==> src/rtl/pmc_pkg.sv <==
package pmc_pkg;
  typedef enum logic [1:0] {
    ST_ACTIVE   = 2'd0,
    ST_SUBSLEEP = 2'd1,
    ST_HWSTBY   = 2'd2,
    ST_RESET    = 2'd3
  } pmc_state_e;

  // {stby_sel, lowspd, wdt_sub} pattern that permits subsleep entry
  localparam logic [2:0] CFG_SUB_ENTRY = 3'b011;
endpackage

==> src/rtl/pmc_sync.sv <==
module pmc_sync #(
  parameter int WIDTH   = 1,
  parameter int STAGES  = 2,
  parameter logic RST_VAL = 1'b1
) (
  input  logic             clk,
  input  logic             rst,
  input  logic [WIDTH-1:0] d_async,
  output logic [WIDTH-1:0] q_sync
);
  logic [STAGES-1:0][WIDTH-1:0] chain_q;

  always_ff @(posedge clk) begin
    if (rst) chain_q[0] <= {WIDTH{RST_VAL}};
    else     chain_q[0] <= d_async;
  end

  generate
    for (genvar s = 1; s < STAGES; s++) begin : g_stage
      always_ff @(posedge clk) begin
        if (rst) chain_q[s] <= {WIDTH{RST_VAL}};
        else     chain_q[s] <= chain_q[s-1];
      end
    end
  endgenerate

  assign q_sync = chain_q[STAGES-1];
endmodule

==> src/rtl/pmc_wake_qual.sv <==
module pmc_wake_qual #(
  parameter int N_IRQ  = 8,
  parameter int N_PIRQ = 8
) (
  input  logic              nmi,
  input  logic [N_IRQ-1:0]  irq,
  input  logic [N_IRQ-1:0]  irq_en,
  input  logic [N_PIRQ-1:0] pirq,
  input  logic [N_PIRQ-1:0] pirq_en,
  input  logic [N_PIRQ-1:0] pirq_mask,
  output logic              wake
);
  logic [N_IRQ-1:0]  irq_hit;
  logic [N_PIRQ-1:0] pirq_hit;

  generate
    for (genvar i = 0; i < N_IRQ; i++) begin : g_irq
      assign irq_hit[i] = irq[i] & irq_en[i];
    end
    for (genvar p = 0; p < N_PIRQ; p++) begin : g_pirq
      assign pirq_hit[p] = pirq[p] & pirq_en[p] & ~pirq_mask[p];
    end
  endgenerate

  // NMI bypasses all gating
  assign wake = nmi | (|irq_hit) | (|pirq_hit);
endmodule

==> src/rtl/pmc_clkgate.sv <==
module pmc_clkgate
  import pmc_pkg::*;
#(
  parameter int N_TMR  = 4,
  parameter int N_WDT  = 2,
  parameter int N_RREQ = 3
) (
  input  logic              clk,
  input  logic              rst,
  input  pmc_state_e        st_next,
  output logic              cpu_clk_en,
  output logic              oth_clk_en,
  output logic [N_TMR-1:0]  tmr_clk_en,
  output logic [N_WDT-1:0]  wdt_clk_en,
  output logic [N_RREQ-1:0] periph_rst_req,
  output logic              core_rst
);
  logic run_all, run_keep, in_sub;

  assign run_all  = (st_next == ST_ACTIVE);
  assign in_sub   = (st_next == ST_SUBSLEEP);
  assign run_keep = run_all | in_sub;

  always_ff @(posedge clk) begin
    if (rst) begin
      cpu_clk_en <= 1'b0;
      oth_clk_en <= 1'b0;
      core_rst   <= 1'b1;
    end else begin
      cpu_clk_en <= run_all;
      oth_clk_en <= run_all;
      core_rst   <= (st_next == ST_RESET);
    end
  end

  generate
    for (genvar t = 0; t < N_TMR; t++) begin : g_tmr
      always_ff @(posedge clk) begin
        if (rst) tmr_clk_en[t] <= 1'b0;
        else     tmr_clk_en[t] <= run_keep;
      end
    end
    for (genvar w = 0; w < N_WDT; w++) begin : g_wdt
      always_ff @(posedge clk) begin
        if (rst) wdt_clk_en[w] <= 1'b0;
        else     wdt_clk_en[w] <= run_keep;
      end
    end
    for (genvar r = 0; r < N_RREQ; r++) begin : g_rreq
      always_ff @(posedge clk) begin
        if (rst) periph_rst_req[r] <= 1'b0;
        else     periph_rst_req[r] <= in_sub;
      end
    end
  endgenerate

  // CPU clock never runs while the kept domains are stopped
  a_r3_cpu_implies_keep: assert property (@(posedge clk) disable iff (rst)
    cpu_clk_en |-> (&tmr_clk_en && &wdt_clk_en));
  // reset request only while CPU stopped and kept domains run
  a_r4_rreq_only_sub: assert property (@(posedge clk) disable iff (rst)
    (|periph_rst_req) |-> (!cpu_clk_en && !oth_clk_en && &tmr_clk_en));
endmodule

==> src/rtl/pmc_seq.sv <==
module pmc_seq
  import pmc_pkg::*;
(
  input  logic       clk,
  input  logic       rst,
  input  logic       sleep_stb,
  input  logic [2:0] cfg_bits,
  input  logic       wake,
  input  logic       stby_ok,
  input  logic       rst_req,
  output pmc_state_e st_q,
  output pmc_state_e st_next,
  output logic       exc_start,
  output logic [2:0] mode_req,
  output logic       mode_req_vld
);
  logic cfg_ok;
  logic exc_d, req_d;

  assign cfg_ok = (cfg_bits == CFG_SUB_ENTRY);

  always_comb begin
    st_next = st_q;
    exc_d   = 1'b0;
    req_d   = 1'b0;
    unique case (st_q)
      ST_ACTIVE: begin
        if (!stby_ok)       st_next = ST_HWSTBY;
        else if (rst_req)   st_next = ST_RESET;
        else if (sleep_stb) begin
          if (cfg_ok) st_next = ST_SUBSLEEP;
          else        req_d   = 1'b1;
        end
      end
      ST_SUBSLEEP: begin
        if (!stby_ok)     st_next = ST_HWSTBY;
        else if (rst_req) st_next = ST_RESET;
        else if (wake) begin
          st_next = ST_ACTIVE;
          exc_d   = 1'b1;
        end
      end
      ST_HWSTBY: begin
        if (stby_ok) st_next = ST_RESET;
      end
      ST_RESET: begin
        if (!stby_ok)     st_next = ST_HWSTBY;
        else if (!rst_req) st_next = ST_ACTIVE;
      end
      default: st_next = ST_RESET;
    endcase
  end

  always_ff @(posedge clk) begin
    if (rst) begin
      st_q         <= ST_RESET;
      exc_start    <= 1'b0;
      mode_req_vld <= 1'b0;
      mode_req     <= 3'b000;
    end else begin
      st_q         <= st_next;
      exc_start    <= exc_d;
      mode_req_vld <= req_d;
      if (req_d) mode_req <= cfg_bits;
    end
  end

  // qualifying strobe enters subsleep
  a_r1_enter: assert property (@(posedge clk) disable iff (rst)
    (st_q == ST_ACTIVE && sleep_stb && cfg_bits == 3'b011 && stby_ok && !rst_req)
      |=> st_q == ST_SUBSLEEP);
  // other combinations keep the core active
  a_r2_stay: assert property (@(posedge clk) disable iff (rst)
    (st_q == ST_ACTIVE && sleep_stb && cfg_bits != 3'b011 && stby_ok && !rst_req)
      |=> (st_q == ST_ACTIVE && mode_req_vld));
  // wake leaves subsleep with one exception pulse
  a_r5_wake: assert property (@(posedge clk) disable iff (rst)
    (st_q == ST_SUBSLEEP && wake && stby_ok && !rst_req)
      |=> (st_q == ST_ACTIVE && exc_start));
  a_r5_pulse: assert property (@(posedge clk) disable iff (rst)
    exc_start |=> !exc_start);
  // standby pin wins over everything
  a_r7_stby: assert property (@(posedge clk) disable iff (rst)
    (!stby_ok && st_q != ST_HWSTBY) |=> (st_q == ST_HWSTBY && !exc_start));
  // reset pin wins over interrupt
  a_r8_rst: assert property (@(posedge clk) disable iff (rst)
    (stby_ok && rst_req && st_q != ST_HWSTBY) |=> (st_q == ST_RESET && !exc_start));
endmodule

==> src/rtl/subsleep_pmc.sv <==
module subsleep_pmc
  import pmc_pkg::*;
#(
  parameter int N_IRQ       = 8,
  parameter int N_PIRQ      = 8,
  parameter int N_TMR       = 4,
  parameter int N_WDT       = 2,
  parameter int N_RREQ      = 3,
  parameter int SYNC_STAGES = 2
) (
  input  logic              clk,
  input  logic              rst,
  input  logic              sleep_stb,
  input  logic              cfg_stby_sel,
  input  logic              cfg_lowspd,
  input  logic              cfg_wdt_sub,
  input  logic              nmi,
  input  logic [N_IRQ-1:0]  irq,
  input  logic [N_IRQ-1:0]  irq_en,
  input  logic [N_PIRQ-1:0] pirq,
  input  logic [N_PIRQ-1:0] pirq_en,
  input  logic [N_PIRQ-1:0] pirq_mask,
  input  logic              hard_rst_n,
  input  logic              soft_rst_n,
  input  logic              stby_n,
  output logic              cpu_clk_en,
  output logic              oth_clk_en,
  output logic [N_TMR-1:0]  tmr_clk_en,
  output logic [N_WDT-1:0]  wdt_clk_en,
  output logic [N_RREQ-1:0] periph_rst_req,
  output logic              exc_start,
  output logic [2:0]        mode_req,
  output logic              mode_req_vld,
  output logic              core_rst,
  output logic [1:0]        state_o
);
  localparam int N_PINS = 3;

  logic [N_PINS-1:0] pins_s;
  logic              wake;
  logic              rst_req;
  pmc_state_e        st_q, st_next;

  pmc_sync #(.WIDTH(N_PINS), .STAGES(SYNC_STAGES), .RST_VAL(1'b1)) u_sync (
    .clk     (clk),
    .rst     (rst),
    .d_async ({stby_n, soft_rst_n, hard_rst_n}),
    .q_sync  (pins_s)
  );

  assign rst_req = ~pins_s[0] | ~pins_s[1];

  pmc_wake_qual #(.N_IRQ(N_IRQ), .N_PIRQ(N_PIRQ)) u_wake (
    .nmi       (nmi),
    .irq       (irq),
    .irq_en    (irq_en),
    .pirq      (pirq),
    .pirq_en   (pirq_en),
    .pirq_mask (pirq_mask),
    .wake      (wake)
  );

  pmc_seq u_seq (
    .clk          (clk),
    .rst          (rst),
    .sleep_stb    (sleep_stb),
    .cfg_bits     ({cfg_stby_sel, cfg_lowspd, cfg_wdt_sub}),
    .wake         (wake),
    .stby_ok      (pins_s[2]),
    .rst_req      (rst_req),
    .st_q         (st_q),
    .st_next      (st_next),
    .exc_start    (exc_start),
    .mode_req     (mode_req),
    .mode_req_vld (mode_req_vld)
  );

  pmc_clkgate #(.N_TMR(N_TMR), .N_WDT(N_WDT), .N_RREQ(N_RREQ)) u_clk (
    .clk            (clk),
    .rst            (rst),
    .st_next        (st_next),
    .cpu_clk_en     (cpu_clk_en),
    .oth_clk_en     (oth_clk_en),
    .tmr_clk_en     (tmr_clk_en),
    .wdt_clk_en     (wdt_clk_en),
    .periph_rst_req (periph_rst_req),
    .core_rst       (core_rst)
  );

  assign state_o = st_q;

  // subsleep clock pattern seen at the ports
  a_r3_sub_clocks: assert property (@(posedge clk) disable iff (rst)
    (st_q == ST_SUBSLEEP) |-> (!cpu_clk_en && !oth_clk_en && &tmr_clk_en && &wdt_clk_en));
  // reset request tracks subsleep
  a_r4_rreq: assert property (@(posedge clk) disable iff (rst)
    (st_q == ST_SUBSLEEP) == (&periph_rst_req));
  // core reset output tracks RESET state
  a_r8_core_rst: assert property (@(posedge clk) disable iff (rst)
    (st_q == ST_RESET) == core_rst);
endmodule

==> config.mk <==
export PLATFORM = sky130hd
export DESIGN_NAME = subsleep_pmc
export DESIGN_NICKNAME = d
export VERILOG_FILES = /design/src/rtl/pmc_pkg.sv /design/src/rtl/pmc_sync.sv /design/src/rtl/pmc_wake_qual.sv /design/src/rtl/pmc_clkgate.sv /design/src/rtl/pmc_seq.sv /design/src/rtl/subsleep_pmc.sv
export SDC_FILE = /design/constraint.sdc
export NUM_CORES = 1
export LEC_CHECK = 0
export BUFFER_PORTS_ARGS = -buffer_cell sky130_fd_sc_hd__buf_4
export CORE_MARGIN = 1.5
export CORE_UTILIZATION = 31
export DETAILED_ROUTE_END_ITERATION = 6
export PLACE_DENSITY = 0.69
export SYNTH_ARGS = -nofsm -noshare
export SYNTH_HDL_FRONTEND = slang
export SYNTH_SLANG_ARGS = --single-unit
==> constraint.sdc <==
create_clock -name clk -period 1 [get_ports clk]
set_input_delay 0.05 -clock clk [delete_from_list [all_inputs] [get_ports clk]]
set_output_delay 0.05 -clock clk [all_outputs]
set_load 0.01 [all_outputs]
======== After elaboration in Yosys (flattened, before gate mapping) ========
Cells that the tools add are included.
word-level totals
  word-level logic and storage cells ...... 78
  output and inout port bits .............. 19
  register bits ........................... 17
operators by class
  reductions and logical operators ........ 5
  equal/unequal tests ..................... 6
  muxes and demuxes ....................... 17
  bitwise gates (word level) .............. 40
operators with widths
  cell                                           number
  bitwise AND 1 bit                              24
  two-way mux 2 bit                              10
  OR reduction 8 bit                             2
  NOT 1 bit                                      12
  case mux 2 bit (4 select lines)                1
  == test 2 bit, second input constant           3
  two-way mux 1 bit                              6
  == test 2 x 1 -> 1 bit, second input constant  2
  zero test 2 bit                                2
  bitwise OR 1 bit                               4
  OR reduction 4 bit                             1
  == test 3 x 2 -> 1 bit, second input constant  1

======== Depth between registers and ports, before layout ========
  depth in word-level cells ............... 10
  mapped depth ............................ 5

======== Hierarchy ========
A second synthesis with hierarchy kept.
unflattened totals
  cells, all modules ...................... 83
  area total of the unflattened synthesis .. 765.7 sq um
by module, submodules not included
  module         seq. area each (sq um)  instances  cells each  area an instance (sq um)
  pmc_seq        140.1                   1          32          302.8
  pmc_sync       120.1                   1          15          180.2
  pmc_clkgate    80.1                    1          16          173.9
  pmc_wake_qual  0.0                     1          19          105.1
  subsleep_pmc   0.0                     1          1           3.8

======== Worst setup path before layout ========
Ideal clock, no wire load.
  path type ............................... register to register
  start ................................... reg u_seq.st_q[0]
  end ..................................... reg u_seq.mode_req[0]
  stages on the path, launching flop included .. 5
  path buffers ............................ 0
  setup slack ............................. -0.147 ns
  clock period less this slack ............ 1.147 ns
  data arrival time ....................... 1.023 ns
  path through ............................ dfxtp_1 and4bb_1 nand4_2 mux2i_1 nor2_1
between the ends
  word-level cells in the longest chain between the ends .. 2
RTL lines
  what                      line           RTL
  start: declaration        pmc_seq.sv:11  output pmc_state_e st_q,
  start signal: assignment  pmc_seq.sv:61  st_q <= st_next;
  zero test 2 bit           pmc_seq.sv:26  unique case (st_q)
  two-way mux 1 bit         pmc_seq.sv:26
  end signal: assignment    pmc_seq.sv:64  if (req_d) mode_req <= cfg_bits;
  end: declaration          pmc_seq.sv:14  output logic [2:0] mode_req,
Every way passes these cells.
A chain may end at the register's enable or synchronous reset.

======== Worst setup path after layout ========
  start ................................... reg u_seq.st_q[0]
  end ..................................... reg u_seq.mode_req[1]
The elaborated chain is that of the path after synthesis.

==> impl_metrics.tcl <==
set metrics [dict create \
    synthXorXnorAreaFrac_pct 0 \
    post-route-period-util_pct 110 \
    die_area_sq_um 2720 \
    finClkSkew_ps 4.14 \
    antenna_cells 0 \
    grt_pass1_wl_um 3180 \
    syn_avg_cell_area_sq_um 9.61 \
    final_cell_mix "73 x buf_4, 12 x dfxtp_1, 9 x nand2_1, 7 x nor2_1, 6 x or2_2" \
    cts_buffers 3 \
    clk_path_buf_depth 2 \
    slew_viol_final 0 \
    vias 796 \
    finalHoldViolCount 0 \
    outcome "finished with violations" \
    synthCells 78 \
    worst-slew-pin-transition_ps 321 \
    wl_per_cell_um 10.3 \
    holdWs_ps 7.58 \
    synthesis.nets 128 \
    grt_pass1_vias 799 \
    synthMuxAreaShare_pct 4.01 \
    clk_latency_ps 280 \
    drv_cap 0 \
    dp_slack_ps -114 \
    synth_async_sr_flop_share_pct 0 \
    post_drt_via_cell_ratio 4.50 \
    synth_largest_area_cell "dfxtp_1" \
    p_total_uw 1510 \
    path_clk_slew_ps 90 \
    vdd_drop_max_v 0.000986 \
    yosys_warnings 0 \
    start_kind "register" \
    cts_sinks 17 \
    cts_tree "yes" \
    worstSetupEndpointType "register" \
    slew_headroom_pct 78.4 \
    drtIter0Drc 5 \
    dieHeight_um 52.2 \
    yosys.area_share.simple_pct 27.7 \
    grt_use_total_pct 15.9 \
    yosys.area_share.adder_pct 0 \
    fin_setup_tns_ps -499 \
    ys_types 27 \
    stdcell_count 177 \
    yosysSeqAreaShare_pct 45.4 \
    period_needed_ps 1100 \
    fin_nets 200 \
    hp-class "in -> reg" \
    ant_nets 0 \
    gp_congestion 0.709 \
    start_util_pct 33.2 \
    portBuffers 68 \
    worst-setup-path-type "reg -> reg" \
    yosys-top-cells-area "dfxtp_1 45%, buf_4 8.0%, nand2_1 5.0%" \
    power_density_nw_per_um2 1130 \
    cts_root_buffer "clkbuf_4" \
    dr.pass1.iters 4 \
    required_ps 1190 \
    crit_arrival_ps 1290 \
    final_common_cell "buf_4" \
    area_delta_synth_final_pct 79.1 \
    synth_compound_area_share_pct 13.4 \
    fp-row-count 17 \
    synth_edf_count 0 \
    design.portCount 69 \
    drc 0 \
    worst_slack_ps -100 \
    violations "setup timing" \
    core_area_sq_um 2250 \
    synth_top_family_by_area "simple AND/OR/NAND/NOR gates" \
    synth_seq_cells 17 \
    hpwl_um 1540 \
    grt_antenna_before_repair 0 \
    cp_max_fo 5 \
    htree_levels 1 \
    rsz0062_at_grt "yes" \
    synthFlopType "dfxtp_1" \
    final_layout_size_suffix_gt1_share_pct 63.8 \
    dp.cells 169 \
    finalSetupViolCount 8 \
    die_w_um 52.2 \
    fmax_mhz 909 \
    grt_overflow_total 0 \
    yosysTopAreaCellShare_pct 45.4 \
    p_leak_uw 0.000671 \
    synth_area_sq_um 749 \
    grt_max_degree 15 \
    routed_wl_um 1820 \
]
[power breakdown]
part | switching, uW | internal, uW | leakage, uW
Combinational | 143 | 271 | 0.000517
Clock | 197 | 155 | 0.0000150
Sequential | 27.6 | 718 | 0.000139
Total | 367 | 1140 | 0.000671
[sequential cells by signal, indices dropped and copies added, names as in the netlist]
name / flops
u_seq.mode_req_vld: 1
u_clk.periph_rst_req: 1
u_seq.mode_req: 3
u_clk.cpu_clk_en: 1
u_clk.core_rst: 1
u_clk.tmr_clk_en: 1
u_seq.exc_start: 1
u_seq.st_q: 2
u_sync.chain_q: 3
u_sync.q_sync: 3
[final timing paths]
| path | end | from | cells past startpoint | slack, ps |
|---|---|---|---|---|
| hold / removal | u_seq.mode_req[2] | cfg_stby_sel | 3 | 8 |
| setup / recovery | u_seq.mode_req[1] | u_seq.st_q[0] | 4 | -100 |
| setup reg to reg | u_seq.mode_req[1] | u_seq.st_q[0] | 4 | -100 |
| hold reg to reg | u_sync.q_sync[0] | u_sync.chain_q[0] | 1 | 420 |
[what timing repair did]
item / CTS / global route
pin swaps: 2 / 1
setup endpoints to repair: 8 / 9
buffers inserted: 1 / 0
endpoints found under the hold margin: 3 / 0
hold buffers: 3 / 0
resized for setup: 3 / 0
cloned: 0 / 0
[cell usage after synthesis, types with 2 or more instances]
cell type / instances
nand3b_1: 2
o22ai_1: 3
dfxtp_1: 17
or2_2: 6
buf_4: 8
nand2_1: 10
inv_1: 2
nor2_1: 7
a22oi_1: 3
mux2i_1: 3
[routing by layer]
metal,up-vias,part of all wire (%),track usage [%]
li1,404,-,-
met1,348,36,13.9
met2,42,54,31.4
met3,2,8.9,7.14
met4,0,0.93,5.56
met5,-,0,0
[critical path, cell delays in order (launching register included)]
cell and delay [ps]:
dfxtp_2 360, and4bb_1 300, nand4_4 120, mux2i_1 180, nor2_1 50
[kinds of logic (layout without fill, tap and decap cells)]
logic type / after synthesis / count (layout)
buffers and inverters: 11 / 82
AOI/OAI and AO/OA: 12 / 12
DFF: 17 / 17
muxes: 3 / 3
and+or+nand+nor: 35 / 35
[stage by stage]
| stage | utilization [%] | instance area [sq um] |
|---|---|---|
| CTS | 59.5 | 1340 |
| global route | 59.5 | 1340 |
| finish | 59.5 | 1340 |
| floorplan | - | 754 |
| global placement | 56.2 | 1270 |
| detailed placement | 56.2 | 1270 |
[layout make-up]
class,instances,area (sq um)
multi-input combinational,50,349
timing repair buffer,76,578
fill,199,912
tap,28,35.0
clock buffer,4,26.3
inverter,2,7.51
sequential,17,347
Power figures use the tool's default switching activity.
